File: config.mk
export PLATFORM = sky130hd
export DESIGN_NAME = term_stream_end
export DESIGN_NICKNAME = d
export VERILOG_FILES = /design/src/rtl/term_seq_pkg.sv /design/src/rtl/term_fetch_stable.sv /design/src/rtl/term_fill_count.sv /design/src/rtl/term_stream_end.sv
export SDC_FILE = /design/constraint.sdc
export NUM_CORES = 1
export LEC_CHECK = 0
export ABC_AREA = 1
export BUFFER_PORTS_ARGS = -buffer_cell sky130_fd_sc_hd__buf_2
export CELL_PAD_IN_SITES_DETAIL_PLACEMENT = 1
export CELL_PAD_IN_SITES_GLOBAL_PLACEMENT = 2
export CORE_MARGIN = 3
export CORE_UTILIZATION = 33
export CTS_BUF_LIST = sky130_fd_sc_hd__clkbuf_4 sky130_fd_sc_hd__clkbuf_8 sky130_fd_sc_hd__clkbuf_16
export CTS_CLUSTER_DIAMETER = 150
export DETAILED_ROUTE_END_ITERATION = 8
export PLACE_DENSITY = 0.89
export SYNTH_ARGS = -nofsm -noshare
export SYNTH_HDL_FRONTEND = slang
export SYNTH_HIERARCHICAL = 1
export SYNTH_SLANG_ARGS = --single-unit
export TNS_END_PERCENT = 50
File: constraint.sdc
create_clock -name clk -period 3.92 [get_ports clk]
set_input_delay 0.196 -clock clk [delete_from_list [all_inputs] [get_ports clk]]
set_output_delay 0.196 -clock clk [all_outputs]
set_load 0.01 [all_outputs]
File: src/rtl/term_seq_pkg.sv
// Shared widths and command types for the stream termination sequencer.
package term_seq_pkg;
    localparam int REG_W  = 8;
    localparam int DATA_W = 16;
    localparam int BYTE_W = 8;

    typedef enum logic [1:0] {
        CMD_REG_WR = 2'd0,
        CMD_REG_RD = 2'd1,
        CMD_STREAM = 2'd2
    } cmd_kind_e;

    typedef struct packed {
        logic              valid;
        cmd_kind_e         kind;
        logic [REG_W-1:0]  reg_addr;
        logic [DATA_W-1:0] wdata;
    } cmd_t;
endpackage

File: src/rtl/term_fetch_stable.sv
// Indirect memory fetch with read-until-stable check.
// Each read writes the memory address register, then reads the memory data
// register and waits for the response. The first two values are compared.
// Every later value is compared with the second. The last permitted read is
// used if nothing agrees.
// Assumes: go_i is pulsed only while idle; cmd_ready_i is only meaningful
// while this block drives a valid command; MAX_READS >= 2.
module term_fetch_stable
    import term_seq_pkg::*;
#(
    parameter logic [REG_W-1:0] MADDR_REG = 8'h07,
    parameter logic [REG_W-1:0] MDATA_REG = 8'h06,
    parameter int               MAX_READS = 4
) (
    input  logic              clk,
    input  logic              rst_n,
    input  logic              go_i,
    input  logic [DATA_W-1:0] mem_addr_i,
    input  logic              cmd_ready_i,
    input  logic              rd_valid_i,
    input  logic [DATA_W-1:0] rd_data_i,
    output cmd_t              cmd_o,
    output logic              fin_o,
    output logic [DATA_W-1:0] word_o
);
    localparam int RC_W = $clog2(MAX_READS + 1);

    typedef enum logic [1:0] {F_IDLE, F_ADDR, F_READ, F_WAIT} fstate_e;

    fstate_e           st_q;
    logic [RC_W-1:0]   nrd_q;
    logic [DATA_W-1:0] addr_q;
    logic [DATA_W-1:0] first_q;
    logic [DATA_W-1:0] ref_q;
    logic [DATA_W-1:0] word_q;
    logic              fin_q;
    logic              agree;
    logic              at_last;

    // Comparison for the value now arriving: the first pair, then against the second.
    always_comb begin
        if (nrd_q == RC_W'(1)) agree = (rd_data_i == first_q);
        else                   agree = (rd_data_i == ref_q);
        at_last = (nrd_q == RC_W'(MAX_READS - 1));
    end

    // Drive the address write or the data read for the current state.
    always_comb begin
        cmd_o = '{valid: 1'b0, kind: CMD_REG_WR, reg_addr: '0, wdata: '0};
        case (st_q)
            F_ADDR: begin
                cmd_o.valid    = 1'b1;
                cmd_o.kind     = CMD_REG_WR;
                cmd_o.reg_addr = MADDR_REG;
                cmd_o.wdata    = addr_q;
            end
            F_READ: begin
                cmd_o.valid    = 1'b1;
                cmd_o.kind     = CMD_REG_RD;
                cmd_o.reg_addr = MDATA_REG;
            end
            default: ;
        endcase
    end

    // Fetch state machine and the registers that hold read values.
    always_ff @(posedge clk) begin
        if (!rst_n) begin
            st_q    <= F_IDLE;
            nrd_q   <= '0;
            addr_q  <= '0;
            first_q <= '0;
            ref_q   <= '0;
            word_q  <= '0;
            fin_q   <= 1'b0;
        end else begin
            fin_q <= 1'b0;
            case (st_q)
                F_IDLE: begin
                    if (go_i) begin
                        addr_q <= mem_addr_i;
                        nrd_q  <= '0;
                        st_q   <= F_ADDR;
                    end
                end
                F_ADDR: if (cmd_ready_i) st_q <= F_READ;
                F_READ: if (cmd_ready_i) st_q <= F_WAIT;
                F_WAIT: begin
                    if (rd_valid_i) begin
                        nrd_q <= nrd_q + RC_W'(1);
                        if (nrd_q == '0) begin
                            first_q <= rd_data_i;
                            st_q    <= F_ADDR;
                        end else begin
                            if (nrd_q == RC_W'(1)) ref_q <= rd_data_i;
                            if (agree || at_last) begin
                                word_q <= rd_data_i;
                                fin_q  <= 1'b1;
                                st_q   <= F_IDLE;
                            end else begin
                                st_q <= F_ADDR;
                            end
                        end
                    end
                end
                default: st_q <= F_IDLE;
            endcase
        end
    end

    assign fin_o  = fin_q;
    assign word_o = word_q;
endmodule

File: src/rtl/term_fill_count.sv
// Down-counter for one batch of fill bytes.
// Loading sets the batch length. Each transferred byte takes one off.
// last_o marks the final byte of the batch.
// Assumes: the load value is at least 1.
module term_fill_count #(
    parameter int CNT_W = 12
) (
    input  logic             clk,
    input  logic             rst_n,
    input  logic             load_i,
    input  logic [CNT_W-1:0] load_val_i,
    input  logic             take_i,
    output logic             last_o
);
    logic [CNT_W-1:0] cnt_q;

    // Load a new batch length, or count down one transferred byte.
    always_ff @(posedge clk) begin
        if (!rst_n) begin
            cnt_q <= '0;
        end else if (load_i) begin
            cnt_q <= load_val_i;
        end else if (take_i && (cnt_q != '0)) begin
            cnt_q <= cnt_q - CNT_W'(1);
        end
    end

    assign last_o = (cnt_q == CNT_W'(1));
endmodule

File: src/rtl/term_stream_end.sv
// Top of the stream termination sequencer.
// Sequence: stable fetch of the fill word, first fill batch, mode write with
// the cancel bits, second fill batch, then a one-cycle done pulse.
// Assumes: a port controller takes commands by valid/ready and answers each
// register read with one rd_valid_i strobe, no earlier than the cycle after
// the read is transferred.
module term_stream_end
    import term_seq_pkg::*;
#(
    parameter logic [REG_W-1:0] MODE_REG    = 8'h00,
    parameter logic [REG_W-1:0] MDATA_REG   = 8'h06,
    parameter logic [REG_W-1:0] MADDR_REG   = 8'h07,
    parameter int               SDINEW_BIT  = 11,
    parameter int               CANCEL_BIT  = 3,
    parameter int               FIRST_FILL  = 2052,
    parameter int               SECOND_FILL = 2048,
    parameter int               MAX_READS   = 4
) (
    input  logic              clk,
    input  logic              rst_n,
    input  logic              start_i,
    input  logic [DATA_W-1:0] mem_addr_i,
    output logic              busy_o,
    output logic              done_o,
    output logic [DATA_W-1:0] fill_word_o,
    output logic              cmd_valid_o,
    input  logic              cmd_ready_i,
    output logic [1:0]        cmd_kind_o,
    output logic [REG_W-1:0]  cmd_reg_o,
    output logic [DATA_W-1:0] cmd_data_o,
    input  logic              rd_valid_i,
    input  logic [DATA_W-1:0] rd_data_i
);
    localparam int MAX_FILL = (FIRST_FILL > SECOND_FILL) ? FIRST_FILL : SECOND_FILL;
    localparam int CNT_W    = $clog2(MAX_FILL + 1);
    localparam logic [DATA_W-1:0] CANCEL_WORD =
        DATA_W'((1 << SDINEW_BIT) | (1 << CANCEL_BIT));

    typedef enum logic [2:0] {S_IDLE, S_FETCH, S_FILL1, S_CANCEL, S_FILL2} sstate_e;

    sstate_e           st_q;
    logic              done_q;
    logic [DATA_W-1:0] fill_word_q;
    cmd_t              fetch_cmd;
    cmd_t              out_cmd;
    logic              fetch_fin;
    logic [DATA_W-1:0] fetch_word;
    logic              fetch_go;
    logic              accept;
    logic              cnt_load;
    logic [CNT_W-1:0]  cnt_load_val;
    logic              cnt_take;
    logic              cnt_last;

    term_fetch_stable #(
        .MADDR_REG (MADDR_REG),
        .MDATA_REG (MDATA_REG),
        .MAX_READS (MAX_READS)
    ) u_fetch (
        .clk         (clk),
        .rst_n       (rst_n),
        .go_i        (fetch_go),
        .mem_addr_i  (mem_addr_i),
        .cmd_ready_i (cmd_ready_i),
        .rd_valid_i  (rd_valid_i),
        .rd_data_i   (rd_data_i),
        .cmd_o       (fetch_cmd),
        .fin_o       (fetch_fin),
        .word_o      (fetch_word)
    );

    term_fill_count #(
        .CNT_W (CNT_W)
    ) u_count (
        .clk        (clk),
        .rst_n      (rst_n),
        .load_i     (cnt_load),
        .load_val_i (cnt_load_val),
        .take_i     (cnt_take),
        .last_o     (cnt_last)
    );

    // Select which command reaches the port for the current phase.
    always_comb begin
        out_cmd = '{valid: 1'b0, kind: CMD_REG_WR, reg_addr: '0, wdata: '0};
        case (st_q)
            S_FETCH: out_cmd = fetch_cmd;
            S_FILL1, S_FILL2: begin
                out_cmd.valid = 1'b1;
                out_cmd.kind  = CMD_STREAM;
                out_cmd.wdata = {{(DATA_W-BYTE_W){1'b0}}, fill_word_q[BYTE_W-1:0]};
            end
            S_CANCEL: begin
                out_cmd.valid    = 1'b1;
                out_cmd.kind     = CMD_REG_WR;
                out_cmd.reg_addr = MODE_REG;
                out_cmd.wdata    = CANCEL_WORD;
            end
            default: ;
        endcase
    end

    // Handshake and batch-counter control derived from the phase.
    always_comb begin
        accept       = out_cmd.valid && cmd_ready_i;
        fetch_go     = (st_q == S_IDLE) && start_i;
        cnt_take     = accept && ((st_q == S_FILL1) || (st_q == S_FILL2));
        cnt_load     = ((st_q == S_FETCH) && fetch_fin) || ((st_q == S_CANCEL) && accept);
        cnt_load_val = (st_q == S_FETCH) ? CNT_W'(FIRST_FILL) : CNT_W'(SECOND_FILL);
    end

    // Phase sequencing, done pulse and the captured fill word.
    always_ff @(posedge clk) begin
        if (!rst_n) begin
            st_q        <= S_IDLE;
            done_q      <= 1'b0;
            fill_word_q <= '0;
        end else begin
            done_q <= 1'b0;
            case (st_q)
                S_IDLE:   if (start_i) st_q <= S_FETCH;
                S_FETCH: begin
                    if (fetch_fin) begin
                        fill_word_q <= fetch_word;
                        st_q        <= S_FILL1;
                    end
                end
                S_FILL1:  if (accept && cnt_last) st_q <= S_CANCEL;
                S_CANCEL: if (accept) st_q <= S_FILL2;
                S_FILL2: begin
                    if (accept && cnt_last) begin
                        done_q <= 1'b1;
                        st_q   <= S_IDLE;
                    end
                end
                default: st_q <= S_IDLE;
            endcase
        end
    end

    assign busy_o      = (st_q != S_IDLE);
    assign done_o      = done_q;
    assign fill_word_o = fill_word_q;
    assign cmd_valid_o = out_cmd.valid;
    assign cmd_kind_o  = out_cmd.kind;
    assign cmd_reg_o   = out_cmd.reg_addr;
    assign cmd_data_o  = out_cmd.wdata;
endmodule

==> impl_table.tex, run 1 <==
\begin{tabular}{lr}
\hline
Metric & Value \\
\hline
\multicolumn{2}{l}{\textbf{GRT}} \\
\quad First-pass GRT wire length & 25,500 um \\
\quad Total routing resource utilization after global routing & 17.4\% \\
\quad Grt total ovfl & 0 \\
\quad Vias in the first global route & 5,132 \\
\quad Antenna violations before repair & 0 \\
\quad Largest net degree at the start of global routing & 36 \\
\multicolumn{2}{l}{\textbf{Power}} \\
\quad Static leakage & 3.04 nW \\
\quad Psw & 1.60 mW \\
\quad Int Pwr & 2.14 mW \\
\quad Power per cell area & 599 nW/um\^{}2 \\
\quad Share of total power consumed by net switching & 42.9\% \\
\quad Share of power burned in combinational logic & 41.4\% \\
\quad Clock network power share & 24.2\% \\
\quad Maximum vdd drop & 0.000316 V \\
\quad Power share of the sequential group & 34.5\% \\
\multicolumn{2}{l}{\textbf{STA}} \\
\quad Sum of negative setup slack & 0 ns \\
\quad Fraction of the cycle the final worst path needs & 75.0\% \\
\quad Max Clk Rate & 340 MHz \\
\quad Clock period minus worst slack & 2.94 ns \\
\quad Slew Viols, Final & 0 \\
\quad Max-slew headroom & 52.1\% \\
\quad Count of endpoints failing setup in the final report & 0 \\
\quad Final hold violation count & 0 \\
\quad Setup clock skew after layout & 0.0114 ns \\
\quad Smallest setup slack after layout & 0.978 ns \\
\quad Setup repair after global routing missed its margin & false \\
\quad Pin slew with the least headroom to its limit & 0.717 ns \\
\multicolumn{2}{l}{\textbf{Cells and area}} \\
\quad Most common cell after layout, fill and taps aside & sky130\_fd\_sc\_hd\_\_nand2\_1 \\
\quad Final std cells w/o fill & 1,125 \\
\quad Area added between synthesis and finish & 14.3\% \\
\quad Final \#Nets & 954 \\
\quad Post-Layout Inst Area & 6240 sq um \\
\quad Antenna cell count & 0 \\
\quad Fraction of final layout cells sized beyond drive strength 1 & 14.4\% \\
\quad Commonest cells after routing, fill and taps aside & sky130\_fd\_sc\_hd\_\_nand2\_1, sky130\_fd\_sc\_hd\_\_nor2\_1, sky130\_fd\_sc\_hd\_\_inv\_1 \\
\multicolumn{2}{l}{\textbf{Floorplan}} \\
\quad Core region area & 16,100 sq um \\
\quad Horizontal die dimension & 135 um \\
\quad Area of the die & 18,100 sq um \\
\quad I/O pin count & 82 \\
\quad Cell Rows & 46 \\
\quad Y dimension of the die & 135 um \\
\quad Initial Util & 34.0\% \\
\multicolumn{2}{l}{\textbf{Synthesis}} \\
\quad Largest cells by area after synthesis & sky130\_fd\_sc\_hd\_\_dfxtp\_1, sky130\_fd\_sc\_hd\_\_nand2\_1, sky130\_fd\_sc\_hd\_\_nor2\_1, sky130\_fd\_sc\_hd\_\_nand3\_1, sky130\_fd\_sc\_hd\_\_inv\_1 \\
\quad Proportion of register bits with asynchronous set or reset after synthesis & 0\% \\
\quad Simple-gate share of the synthesized area & 31.3\% \\
\quad Share of synthesized cell area in full adder, half adder and majority cells & 2.98\% \\
\quad Synthesized instance count & 841 \\
\quad Combinational family with the most area after synthesis & simple AND/OR/NAND/NOR gates \\
\quad Average instance area after synthesis & 6.50 sq um \\
\quad Area share of the largest cell type after synthesis & 37.4\% \\
\quad Mux contribution to synthesized area & 0\% \\
\quad Compound-cell area share of the yosys netlist & 15.0\% \\
\quad Dominant register cell in the synthesized netlist & sky130\_fd\_sc\_hd\_\_dfxtp\_1 \\
\quad Cell type with the largest total area after synthesis & sky130\_fd\_sc\_hd\_\_dfxtp\_1 \\
\quad Library cells used by synthesis & 32 \\
\quad Synth Warn \# & 6 \\
\quad Seq cells post-synth & 102 \\
\quad Post-synthesis instance area & 5460 sq um \\
\quad Xor/xnor cell area share of the yosys netlist & 0.481\% \\
\quad Number of synthesized flops with an enable pin & 0 \\
\quad Proportion of synthesized chip area in sequential cells & 37.4\% \\
\multicolumn{2}{l}{\textbf{Placed design}} \\
\quad Placed cells & 1,109 \\
\quad HPWL Detailed & 11,400 um \\
\quad RD Place Congestion & 0.805 \\
\quad Number of input and output port buffers inserted & 76 \\
\quad Total cell area at the placement stage & 5950 sq um \\
\quad Minimum setup slack after placement & 1.01 ns \\
\multicolumn{2}{l}{\textbf{CTS}} \\
\quad Skew-Pair Late Insertion Delay & 0.36 ns \\
\quad Clock tree root driver cell & sky130\_fd\_sc\_hd\_\_clkbuf\_16 \\
\quad Clock transition at the registers of the reported paths & 0.08 ns \\
\quad CTS H-tree depth & 3 \\
\quad Clock buffers created by TritonCTS & 9 \\
\quad Num Clock Sinks & 102 \\
\quad Number of hold buffers added after cts & 0 \\
\quad Count of instances resized after the clock tree is built & 0 \\
\quad Maximum clock insertion buffer count & 2 \\
\quad Number of buffers added for setup after CTS & 0 \\
\quad Clock tree from TritonCTS & done \\
\multicolumn{2}{l}{\textbf{Worst setup path}} \\
\quad Slack of the worst reg-to-reg path & 0.98 ns \\
\quad Worst r2r dst & u\_fetch/word\_o[8] \\
\quad Last element of the critical path & u\_fetch/word\_o[8] \\
\quad Type of destination of the critical path & register \\
\quad Critical path origin & u\_fetch/nrd\_q[2] \\
\quad Startpoint kind of the worst setup timing path & register \\
\quad RR Startpoint & u\_fetch/nrd\_q[2] \\
\quad Number of cells traversed by the worst register-to-register path & 14 \\
\quad Critical Setup Path Class & register to register \\
\quad Data required, critical path & 4.14 ns \\
\quad Peak fanout along the critical path & 23 \\
\quad Worst endpoint data arrival time & 3.16 ns \\
\multicolumn{2}{l}{\textbf{Run}} \\
\quad \# Max-Cap Violations & 0 \\
\multicolumn{2}{l}{\textbf{Detailed routing}} \\
\quad Count of nets left with antenna violations after detail routing & 0 \\
\quad Routed length per instance & 13.9 um \\
\quad Number of detailed-route iterations in the first pass & 7 \\
\quad Routed vias & 5,258 \\
\quad Drt drc & 0 \\
\quad First-iteration detailed-routing DRC count & 248 \\
\quad Vias per cell & 4.67 \\
\quad WL final & 15,600 um \\
\multicolumn{2}{l}{\textbf{Hold path}} \\
\quad Hold Path Class & input pin to register \\
\multicolumn{2}{l}{\textbf{Outcome}} \\
\quad Run status & finished, final reports clean \\
\hline
\end{tabular}
per-stage QoR:
step                      hold WS (ns)  power, mW  util, %
after detailed placement         0.448       2.88     37.0
final                           0.0959       3.74     38.9
after global placement           0.446       2.85     37.0
after floorplan                  0.316       2.53        -
after CTS                       0.0784       3.80     38.9
after global routing            0.0827       4.10     38.9
routing by layer:
metal  wire [um]  global-route usage [%]  share of wire [%]  vias up
li1            -                       -                  -     2749
met1        7390                    22.2                 47     2420
met2        7450                    30.6                 48       78
met3         626                    3.54                4.0       11
met4         146                    3.73               0.93        0
met5           0                       0                  0        -
area by class of cell:
cell class              instances  area [sq um]
clock inverters                 7          73.8
inverters                     115           434
well taps                     216           270
flip-flops and latches        102          2040
repair buffers                 81           418
fillers                      2140          9810
clock buffers                   9           225
multi-input cells             595          2780
sequential cells by signal (all words and copies together), names as in the netlist:
signal and cells:
st_q 3, u_fetch/fin_o 1, done_o 1, fill_word_o 16
u_fetch/nrd_q 3, u_fetch/word_o 16, u_fetch/st_q 2, u_fetch/addr_q 16
u_count/cnt_q 12, u_fetch/ref_q 16, u_fetch/first_q 16
synth_stat cells, types with 2 or more instances:
| cell type | n |
|---|---|
| sky130_fd_sc_hd__nand2_1 | 176 |
| sky130_fd_sc_hd__nor2_1 | 123 |
| sky130_fd_sc_hd__inv_1 | 103 |
| sky130_fd_sc_hd__dfxtp_1 | 102 |
| sky130_fd_sc_hd__nand3_1 | 86 |
| sky130_fd_sc_hd__a21oi_1 | 73 |
| sky130_fd_sc_hd__o21ai_0 | 67 |
| sky130_fd_sc_hd__clkbuf_1 | 17 |
| sky130_fd_sc_hd__buf_4 | 15 |
| sky130_fd_sc_hd__ha_1 | 13 |
| sky130_fd_sc_hd__inv_2 | 9 |
| sky130_fd_sc_hd__o21ai_1 | 8 |
| sky130_fd_sc_hd__o21ai_2 | 7 |
| sky130_fd_sc_hd__buf_2 | 6 |
| sky130_fd_sc_hd__nor2_2 | 6 |
| sky130_fd_sc_hd__nand2_4 | 4 |
| sky130_fd_sc_hd__buf_6 | 3 |
| sky130_fd_sc_hd__conb_1 | 3 |
| sky130_fd_sc_hd__nand2_2 | 3 |
| sky130_fd_sc_hd__xor2_1 | 3 |
| sky130_fd_sc_hd__clkinv_1 | 2 |
| sky130_fd_sc_hd__nand3_2 | 2 |
worst min path at each step:
stage                     depth (start not counted)               from           endpoint
after global routing                              3      mem_addr_i[4]  u_fetch/addr_q[4]
final                                             3      mem_addr_i[4]  u_fetch/addr_q[4]
after floorplan                                   2              rst_n   u_count/cnt_q[4]
after CTS                                         3      mem_addr_i[4]  u_fetch/addr_q[4]
after global placement                            3      mem_addr_i[9]  u_fetch/addr_q[9]
after detailed placement                          2  u_fetch/ref_q[12]  u_fetch/ref_q[12]
critical path, stage by stage, from the launching register on:
cell and delay (ns):
sky130_fd_sc_hd__dfxtp_1 0.34, sky130_fd_sc_hd__inv_2 0.34, sky130_fd_sc_hd__nand2_1 0.56, sky130_fd_sc_hd__nand2_1 0.24
sky130_fd_sc_hd__nand2_1 0.07, sky130_fd_sc_hd__nand2_1 0.06, sky130_fd_sc_hd__nand2_1 0.04, sky130_fd_sc_hd__nor2_1 0.13
sky130_fd_sc_hd__nand2_1 0.07, sky130_fd_sc_hd__nor2_1 0.10, sky130_fd_sc_hd__nand2_1 0.07, sky130_fd_sc_hd__nand2_2 0.26
sky130_fd_sc_hd__nand2_2 0.28, sky130_fd_sc_hd__nand2_1 0.15, sky130_fd_sc_hd__a21oi_1 0.07
cells by family after synthesis:
group,Yosys count
adder cells (fa/ha/maj),13
AND/OR/NAND/NOR,405
flip-flops,102
buffers and inverters,158
AO/OA/AOI/OAI,157
XOR/XNOR,3
other,3
power by group through the flow:
stage          Combinational [mW]  Sequential [mW]  Clock [mW]
2_1_floorplan                1.24             1.29           0
3_3_place_gp                 1.54             1.31           0
3_5_place_dp                 1.56             1.31           0
4_1_cts                      1.57             1.29       0.939
5_1_grt                      1.81             1.31       0.979
6_report                     1.55             1.29       0.903
(Power assumes the default switching activity.)
==> run 2: changes to the inputs <==
Settings changed: CORE_UTILIZATION 33 to 28, PLACE_DENSITY 0.89 to 0.81.
Clock period 3.92 ns to 2.65 ns, I/O delays scaled along.
==> impl_table.tex, run 2 (synthesis gave the netlist of run 1 again) <==
\begin{tabular}{lr}
\hline
Metric & Value \\
\hline
\multicolumn{2}{l}{\textbf{Placed design}} \\
\quad HPWL Detailed & 12,000 um (+5.6\%) \\
\quad RD Place Congestion & 0.788 (-2.2\%) \\
\quad Minimum setup slack after placement & 0.351 ns (-0.654 ns) \\
\quad Number of input and output port buffers inserted & 76 (unchanged) \\
\quad Placed cells & 1,162 (+4.8\%) \\
\multicolumn{2}{l}{\textbf{CTS}} \\
\quad CTS H-tree depth & 3 (unchanged) \\
\quad Clock buffers created by TritonCTS & 9 (unchanged) \\
\quad Skew-Pair Late Insertion Delay & 0.35 ns (about the same) \\
\quad Clock transition at the registers of the reported paths & 0.07 ns (about the same) \\
\quad Num Clock Sinks & 102 (unchanged) \\
\quad Clock tree root driver cell & sky130\_fd\_sc\_hd\_\_clkbuf\_16 \\
\quad Number of buffers added for setup after CTS & 0 (unchanged) \\
\quad Maximum clock insertion buffer count & 2 (unchanged) \\
\quad Clock tree from TritonCTS & done \\
\multicolumn{2}{l}{\textbf{Power}} \\
\quad Power per cell area & 879 nW/um\^{}2 (+47\%) \\
\quad Static leakage & 3.09 nW (+1.7\%) \\
\quad Maximum vdd drop & 0.000367 V (+16\%) \\
\quad Total Power & 5.60 mW (+50\%) \\
\multicolumn{2}{l}{\textbf{Detailed routing}} \\
\quad Routed vias & 5,280 (+0.42\%) \\
\quad Routed length per instance & 13.9 um (-0.11\%) \\
\quad First-iteration detailed-routing DRC count & 226 (-8.9\%) \\
\quad Vias per cell & 4.49 (-4.0\%) \\
\quad Number of detailed-route iterations in the first pass & 4 (-3) \\
\quad Drt drc & 0 (unchanged) \\
\quad Count of nets left with antenna violations after detail routing & 0 (unchanged) \\
\quad WL final & 16,300 um (+4.5\%) \\
\multicolumn{2}{l}{\textbf{STA}} \\
\quad Final hold violation count & 0 (unchanged) \\
\quad Pin slew with the least headroom to its limit & 0.657 ns (-0.0601 ns) \\
\quad Smallest setup slack after layout & 0.396 ns (-0.583 ns) \\
\quad Setup clock skew after layout & 0.0111 ns (-0.000248 ns) \\
\quad Slew Viols, Final & 0 (unchanged) \\
\quad Max-slew headroom & 56.2\% (+4.1 points) \\
\quad Max Clk Rate & 444 MHz (+30\%) \\
\quad Count of endpoints failing setup in the final report & 0 (unchanged) \\
\quad Clock period minus worst slack & 2.25 ns (-0.687 ns) \\
\quad Worst hold margin & 0.0348 ns (-0.0611 ns) \\
\quad Fraction of the cycle the final worst path needs & 85.1\% (+10 points) \\
\quad Setup repair after global routing missed its margin & false \\
\quad Sum of negative setup slack & 0 ns (unchanged) \\
\multicolumn{2}{l}{\textbf{GRT}} \\
\quad Largest net degree at the start of global routing & 34 (-5.6\%) \\
\quad Grt total ovfl & 0 (unchanged) \\
\quad Total routing resource utilization after global routing & 15.5\% (-1.9 points) \\
\quad First-pass GRT wire length & 27,000 um (+5.9\%) \\
\quad Antenna violations before repair & 0 (unchanged) \\
\quad Vias in the first global route & 5,283 (+2.9\%) \\
\multicolumn{2}{l}{\textbf{Floorplan}} \\
\quad Horizontal die dimension & 146 um (+8.2\%) \\
\quad Y dimension of the die & 146 um (+8.2\%) \\
\quad Cell Rows & 50 (+8.7\%) \\
\quad Initial Util & 28.8\% (-5.2 points) \\
\quad Core region area & 19,000 sq um (+18\%) \\
\quad I/O pin count & 82 (unchanged) \\
\quad Area of the die & 21,200 sq um (+17\%) \\
\multicolumn{2}{l}{\textbf{Outcome}} \\
\quad Run status & finished, final reports clean \\
\multicolumn{2}{l}{\textbf{Worst setup path}} \\
\quad Data required, critical path & 2.93 ns (-1.21 ns) \\
\quad Startpoint kind of the worst setup timing path & register \\
\quad Peak fanout along the critical path & 13 (-43\%) \\
\quad Critical Setup Path Class & register to register \\
\quad Worst endpoint data arrival time & 2.54 ns (-0.62 ns) \\
\quad Type of destination of the critical path & register \\
\multicolumn{2}{l}{\textbf{Cells and area}} \\
\quad Area added between synthesis and finish & 16.6\% \\
\quad Filler cell count in the final layout & 2,479 (+16\%) \\
\quad Final \#Nets & 963 (+0.94\%) \\
\quad Final std cells w/o fill & 1,177 (+4.6\%) \\
\quad Fraction of final layout cells sized beyond drive strength 1 & 15.2\% (+0.75 points) \\
\quad Most common cell after layout, fill and taps aside & sky130\_fd\_sc\_hd\_\_nand2\_1 \\
\quad Commonest cells after routing, fill and taps aside & sky130\_fd\_sc\_hd\_\_nand2\_1, sky130\_fd\_sc\_hd\_\_nor2\_1, sky130\_fd\_sc\_hd\_\_inv\_1 \\
\quad Antenna cell count & 0 (unchanged) \\
\multicolumn{2}{l}{\textbf{Run}} \\
\quad \# Max-Cap Violations & 0 (unchanged) \\
\multicolumn{2}{l}{\textbf{Hold path}} \\
\quad Hold Path Class & input pin to register \\
\hline
\end{tabular}
==> run 2: cell count changes in the layout (fill, tap and decap cells not counted) <==
cell	previous run	this run
sky130_fd_sc_hd__buf_4	5	14
sky130_fd_sc_hd__bufinv_16	0	1
sky130_fd_sc_hd__clkinv_2	0	1
sky130_fd_sc_hd__clkinv_4	1	0
sky130_fd_sc_hd__clkinv_8	1	0
sky130_fd_sc_hd__clkinvlp_4	0	2
sky130_fd_sc_hd__inv_6	3	1
sky130_fd_sc_hd__inv_8	2	1
sky130_fd_sc_hd__nand2_2	3	2
sky130_fd_sc_hd__nand2_4	4	5
==> run 2: area by class of cell <==
type                            count  area (sq um)  area share [%]
Tap cell                          260           325            5.11
Inverter                          115           434            6.82
Sequential cell                   102          2040            32.1
Timing Repair Buffer               90           485            7.62
Clock inverter                      6          70.1            1.10
Clock buffer                        9           225            3.54
Multi-Input combinational cell    595          2790            43.8
==> run 2: metal layers <==
metal | track usage (%) | vias up | part of all wire (%)
met1 | 20.5 | 2425 | 50
met3 | 3.39 | 11 | 3.0
met4 | 3.99 | 0 | 1.2
met2 | 25.7 | 76 | 46
met5 | 0 | - | 0
li1 | - | 2768 | -
==> run 2: final timing paths <==
check / from / to / slack (ns) / cells past startpoint
setup / recovery: u_fetch/nrd_q[0] / u_fetch/word_o[0] / 0.40 / 15
hold / removal: mem_addr_i[2] / u_fetch/addr_q[2] / 0.03 / 3
hold reg to reg: u_fetch/word_o[7] / u_fetch/word_o[7] / 0.46 / 2
setup reg to reg: u_fetch/nrd_q[0] / u_fetch/word_o[0] / 0.40 / 15
==> run 2: metrics by stage <==
step	utilization, %	area (sq um)
after floorplan	-	5520
after global placement	32.0	6070
after detailed placement	32.0	6070
after CTS	33.6	6360
after global routing	33.6	6370
final	33.6	6370
==> run 2: critical path: stages, from the launching register on <==
cell and delay [ns]:
sky130_fd_sc_hd__dfxtp_1 0.38, sky130_fd_sc_hd__ha_1 0.22, sky130_fd_sc_hd__buf_4 0.23, sky130_fd_sc_hd__inv_1 0.06, sky130_fd_sc_hd__nor2_1 0.14, sky130_fd_sc_hd__nand2_1 0.09
sky130_fd_sc_hd__nand3_1 0.07, sky130_fd_sc_hd__nand2_1 0.05, sky130_fd_sc_hd__nor2_1 0.13, sky130_fd_sc_hd__nand2_1 0.07, sky130_fd_sc_hd__nor2_1 0.09, sky130_fd_sc_hd__nand2_1 0.08
sky130_fd_sc_hd__nand2_2 0.13, sky130_fd_sc_hd__buf_4 0.21, sky130_fd_sc_hd__nand3_1 0.09, sky130_fd_sc_hd__a21oi_1 0.15
==> run 2: timing repair <==
| item | 4_1_cts | 5_1_grt |
|---|---|---|
| setup endpoints to repair | 0 | 1 |
| hold buffers | 0 | 0 |
| gates resized for setup | 0 | 1 |
==> run 2: where the power goes <==
part	internal [mW]	switching, mW	leakage [nW]	total [mW]
clock network	0.737	0.630	0.140	1.37
logic	0.773	1.55	2.13	2.33
registers	1.74	0.167	0.826	1.91
total	3.25	2.35	3.09	5.60
==> run 3: changes to the inputs <==
Settings changed: ABC_AREA 1 to unset, CELL_PAD_IN_SITES_DETAIL_PLACEMENT 1 to unset, CELL_PAD_IN_SITES_GLOBAL_PLACEMENT 2 to unset, CORE_UTILIZATION 28 to 33, PLACE_DENSITY 0.81 to 0.58.
==> impl_table.tex, run 3 <==
\begin{tabular}{lr}
\hline
Metric & Value \\
\hline
\multicolumn{2}{l}{\textbf{Outcome}} \\
\quad Run status & finished, final reports clean \\
\multicolumn{2}{l}{\textbf{STA}} \\
\quad Clock period minus worst slack & 2.51 ns (+0.252 ns) \\
\quad Fraction of the cycle the final worst path needs & 94.6\% (+9.5 points) \\
\quad Max-slew headroom & 48.8\% (-7.3 points) \\
\quad Smallest setup slack after layout & 0.144 ns (-0.252 ns) \\
\quad Sum of negative setup slack & 0 ns (unchanged) \\
\quad Max Clk Rate & 399 MHz (-10\%) \\
\quad Final hold violation count & 0 (unchanged) \\
\quad Pin slew with the least headroom to its limit & 0.758 ns (+0.101 ns) \\
\quad Slew Viols, Final & 0 (unchanged) \\
\quad Setup clock skew after layout & 0.00668 ns (-0.00444 ns) \\
\quad Count of endpoints failing setup in the final report & 0 (unchanged) \\
\multicolumn{2}{l}{\textbf{Cells and area}} \\
\quad Final design utilization & 39.7\% (+6.1 points) \\
\quad Most common cell after layout, fill and taps aside & sky130\_fd\_sc\_hd\_\_nand2\_1 \\
\quad Post-Layout Inst Area & 6370 sq um (about the same) \\
\quad Fraction of final layout cells sized beyond drive strength 1 & 17.6\% (+2.4 points) \\
\quad Final \#Nets & 805 (-16\%) \\
\quad Area added between synthesis and finish & 16.8\% \\
\quad Filler cell count in the final layout & 1,676 (-32\%) \\
\quad Antenna cell count & 0 (unchanged) \\
\quad Commonest cells after routing, fill and taps aside & sky130\_fd\_sc\_hd\_\_nand2\_1, sky130\_fd\_sc\_hd\_\_dfxtp\_1, sky130\_fd\_sc\_hd\_\_buf\_2 \\
\multicolumn{2}{l}{\textbf{Placed design}} \\
\quad Total cell area at the placement stage & 6070 sq um (about the same) \\
\quad RD Place Congestion & 0.847 (+7.6\%) \\
\quad Minimum setup slack after placement & 0.116 ns (-0.234 ns) \\
\quad HPWL Detailed & 9780 um (-18\%) \\
\quad Number of input and output port buffers inserted & 76 (unchanged) \\
\multicolumn{2}{l}{\textbf{Synthesis}} \\
\quad Seq cells post-synth & 102 (unchanged) \\
\quad Post-synthesis instance area & 5460 sq um (-0.11\%) \\
\quad Area share of the largest cell type after synthesis & 37.4\% (+0.043 points) \\
\quad Dominant register cell in the synthesized netlist & sky130\_fd\_sc\_hd\_\_dfxtp\_1 \\
\quad Proportion of register bits with asynchronous set or reset after synthesis & 0\% (unchanged) \\
\quad Library cells used by synthesis & 67 (+110\%) \\
\quad Synth Warn \# & 6 (unchanged) \\
\quad Most common cell in the netlist & sky130\_fd\_sc\_hd\_\_nand2\_1 \\
\quad Largest cells by area after synthesis & sky130\_fd\_sc\_hd\_\_dfxtp\_1, sky130\_fd\_sc\_hd\_\_nand2\_1, sky130\_fd\_sc\_hd\_\_a21boi\_0, sky130\_fd\_sc\_hd\_\_and2\_1, sky130\_fd\_sc\_hd\_\_mux2i\_1 \\
\quad Cell types with the highest counts after synthesis & sky130\_fd\_sc\_hd\_\_nand2\_1, sky130\_fd\_sc\_hd\_\_dfxtp\_1, sky130\_fd\_sc\_hd\_\_a21boi\_0, sky130\_fd\_sc\_hd\_\_and2\_1 \\
\quad Synthesized instance count & 683 (-19\%) \\
\quad Cell type with the largest total area after synthesis & sky130\_fd\_sc\_hd\_\_dfxtp\_1 \\
\quad Number of synthesized flops with an enable pin & 0 (unchanged) \\
\quad Average instance area after synthesis & 7.99 sq um (+23\%) \\
\quad Proportion of synthesized chip area in sequential cells & 37.4\% (+0.043 points) \\
\multicolumn{2}{l}{\textbf{Worst setup path}} \\
\quad Startpoint kind of the worst setup timing path & register \\
\quad Crit-path leading delay family & compound AO/OA/AOI/OAI gates \\
\quad Type of destination of the critical path & register \\
\quad Cell Chain, Critical Path & inv\_1 > ha\_1 > nor2b\_1 > a221o\_1 > or4\_1 > a221oi\_2 > a31oi\_4 > nor2\_8 > clkbuf\_16 > mux2i\_1 \\
\quad Worst endpoint data arrival time & 2.78 ns (+0.24 ns) \\
\quad Worst path max stage delay & 0.42 ns (+0.04 ns) \\
\quad Peak fanout along the critical path & 8 (-5) \\
\quad Critical Setup Path Class & register to register \\
\quad Data required, critical path & 2.92 ns (about the same) \\
\quad Worst path slowest cell & sky130\_fd\_sc\_hd\_\_or4\_1 \\
\quad Critical path buffers and inverters & 2 (-1) \\
\multicolumn{2}{l}{\textbf{GRT}} \\
\quad Largest net degree at the start of global routing & 37 (+8.8\%) \\
\quad Total routing resource utilization after global routing & 15.1\% (-0.43 points) \\
\quad First-pass GRT wire length & 21,900 um (-19\%) \\
\quad Grt total ovfl & 0 (unchanged) \\
\quad Antenna violations before repair & 0 (unchanged) \\
\quad Vias in the first global route & 4,248 (-20\%) \\
\multicolumn{2}{l}{\textbf{CTS}} \\
\quad Clock buffers created by TritonCTS & 9 (unchanged) \\
\quad Clock transition at the registers of the reported paths & 0.06 ns (about the same) \\
\quad Clock tree root driver cell & sky130\_fd\_sc\_hd\_\_clkbuf\_16 \\
\quad CTS H-tree depth & 3 (unchanged) \\
\quad Number of hold buffers added after cts & 0 (unchanged) \\
\quad Skew-Pair Late Insertion Delay & 0.34 ns (about the same) \\
\quad Count of instances resized after the clock tree is built & 0 (unchanged) \\
\quad Number of buffers added for setup after CTS & 0 (unchanged) \\
\quad Clock tree from TritonCTS & done \\
\quad Maximum clock insertion buffer count & 2 (unchanged) \\
\quad Num Clock Sinks & 102 (unchanged) \\
\multicolumn{2}{l}{\textbf{Floorplan}} \\
\quad Cell Rows & 46 (-8.0\%) \\
\quad I/O pin count & 82 (unchanged) \\
\quad Initial Util & 34.0\% (+5.2 points) \\
\quad Y dimension of the die & 135 um (-7.6\%) \\
\quad Area of the die & 18,100 sq um (-15\%) \\
\quad Core region area & 16,100 sq um (-15\%) \\
\quad Horizontal die dimension & 135 um (-7.6\%) \\
\multicolumn{2}{l}{\textbf{Run}} \\
\quad \# Max-Cap Violations & 0 (unchanged) \\
\multicolumn{2}{l}{\textbf{Power}} \\
\quad Power per cell area & 537 nW/um\^{}2 (-39\%) \\
\quad Maximum vdd drop & 0.000322 V (-12\%) \\
\quad Static leakage & 2.45 nW (-21\%) \\
\multicolumn{2}{l}{\textbf{Detailed routing}} \\
\quad Drt drc & 0 (unchanged) \\
\quad Routed length per instance & 14.0 um (+1.2\%) \\
\quad Routed vias & 4,637 (-12\%) \\
\quad First-iteration detailed-routing DRC count & 242 (+7.1\%) \\
\quad Number of detailed-route iterations in the first pass & 5 (+1) \\
\quad Count of nets left with antenna violations after detail routing & 0 (unchanged) \\
\quad Vias per cell & 4.77 (+6.2\%) \\
\quad WL final & 13,700 um (-16\%) \\
\multicolumn{2}{l}{\textbf{Hold path}} \\
\quad Hold Path Class & input pin to register \\
\hline
\end{tabular}
==> run 3: worst paths after layout <==
check / depth (start not counted) / slack (ns) / endpoint / startpoint
max reg2reg: 10 / 0.14 / u_fetch/word_o[6] / u_fetch/nrd_q[1]
min reg2reg: 2 / 0.45 / fill_word_o[3] / u_fetch/word_o[3]
max: 10 / 0.14 / u_fetch/word_o[6] / u_fetch/nrd_q[1]
min: 3 / 0.03 / u_fetch/addr_q[2] / mem_addr_i[2]
==> run 3: stage by stage <==
step                      std cells  power (mW)  hold WS, ns
after floorplan                 697        2.08        0.251
after global placement          959        2.25        0.390
after detailed placement        959        2.25        0.391
after CTS                       972        3.48       0.0160
after global routing            973        3.61       0.0289
final                           973        3.42       0.0314
==> run 3: final cells by class <==
type	count	area (sq um)	area share, %
Clock buffer	11	253	3.96
Timing Repair Buffer	97	581	9.11
Multi-Input combinational cell	526	3150	49.4
Tap cell	216	270	4.24
Inverter	19	71.3	1.12
Sequential cell	102	2040	32.1
Clock inverter	2	10.0	0.157
==> run 3: report_power, final <==
group / internal (mW) / leakage (nW) / switching, mW / total [mW]
Clock: 0.669 / 0.133 / 0.540 / 1.21
Sequential: 1.59 / 0.824 / 0.0406 / 1.63
Combinational: 0.213 / 1.49 / 0.372 / 0.585
==> run 3: cell families after synthesis <==
group                      share of synthesized area, %
and+or+nand+nor                                    26.9
other                                             0.206
xor gates and xnor gates                           3.05
adders and majority gates                          2.98
AOI/OAI and AO/OA                                  19.9
buffers and inverters                              6.28
DFF                                                37.4
muxes                                              3.32
==> run 3: worst register-to-register path: cells and delay by family, from the launching register on <==
family / cells / cell delay [ns]
AO/OA/AOI/OAI: 3 / 0.77
buffers and inverters: 2 / 0.24
adder cells (fa/ha/maj): 1 / 0.18
flip-flops: 1 / 0.34
multiplexers: 1 / 0.17
AND/OR/NAND/NOR: 3 / 0.75
==> run 3: layer usage <==
metal | vias up | track usage, % | share of wire, %
met5 | - | 0 | 0
met4 | 0 | 3.73 | 1.2
met1 | 2135 | 20.9 | 49
met3 | 12 | 3.46 | 3.6
li1 | 2418 | - | -
met2 | 72 | 23.8 | 46
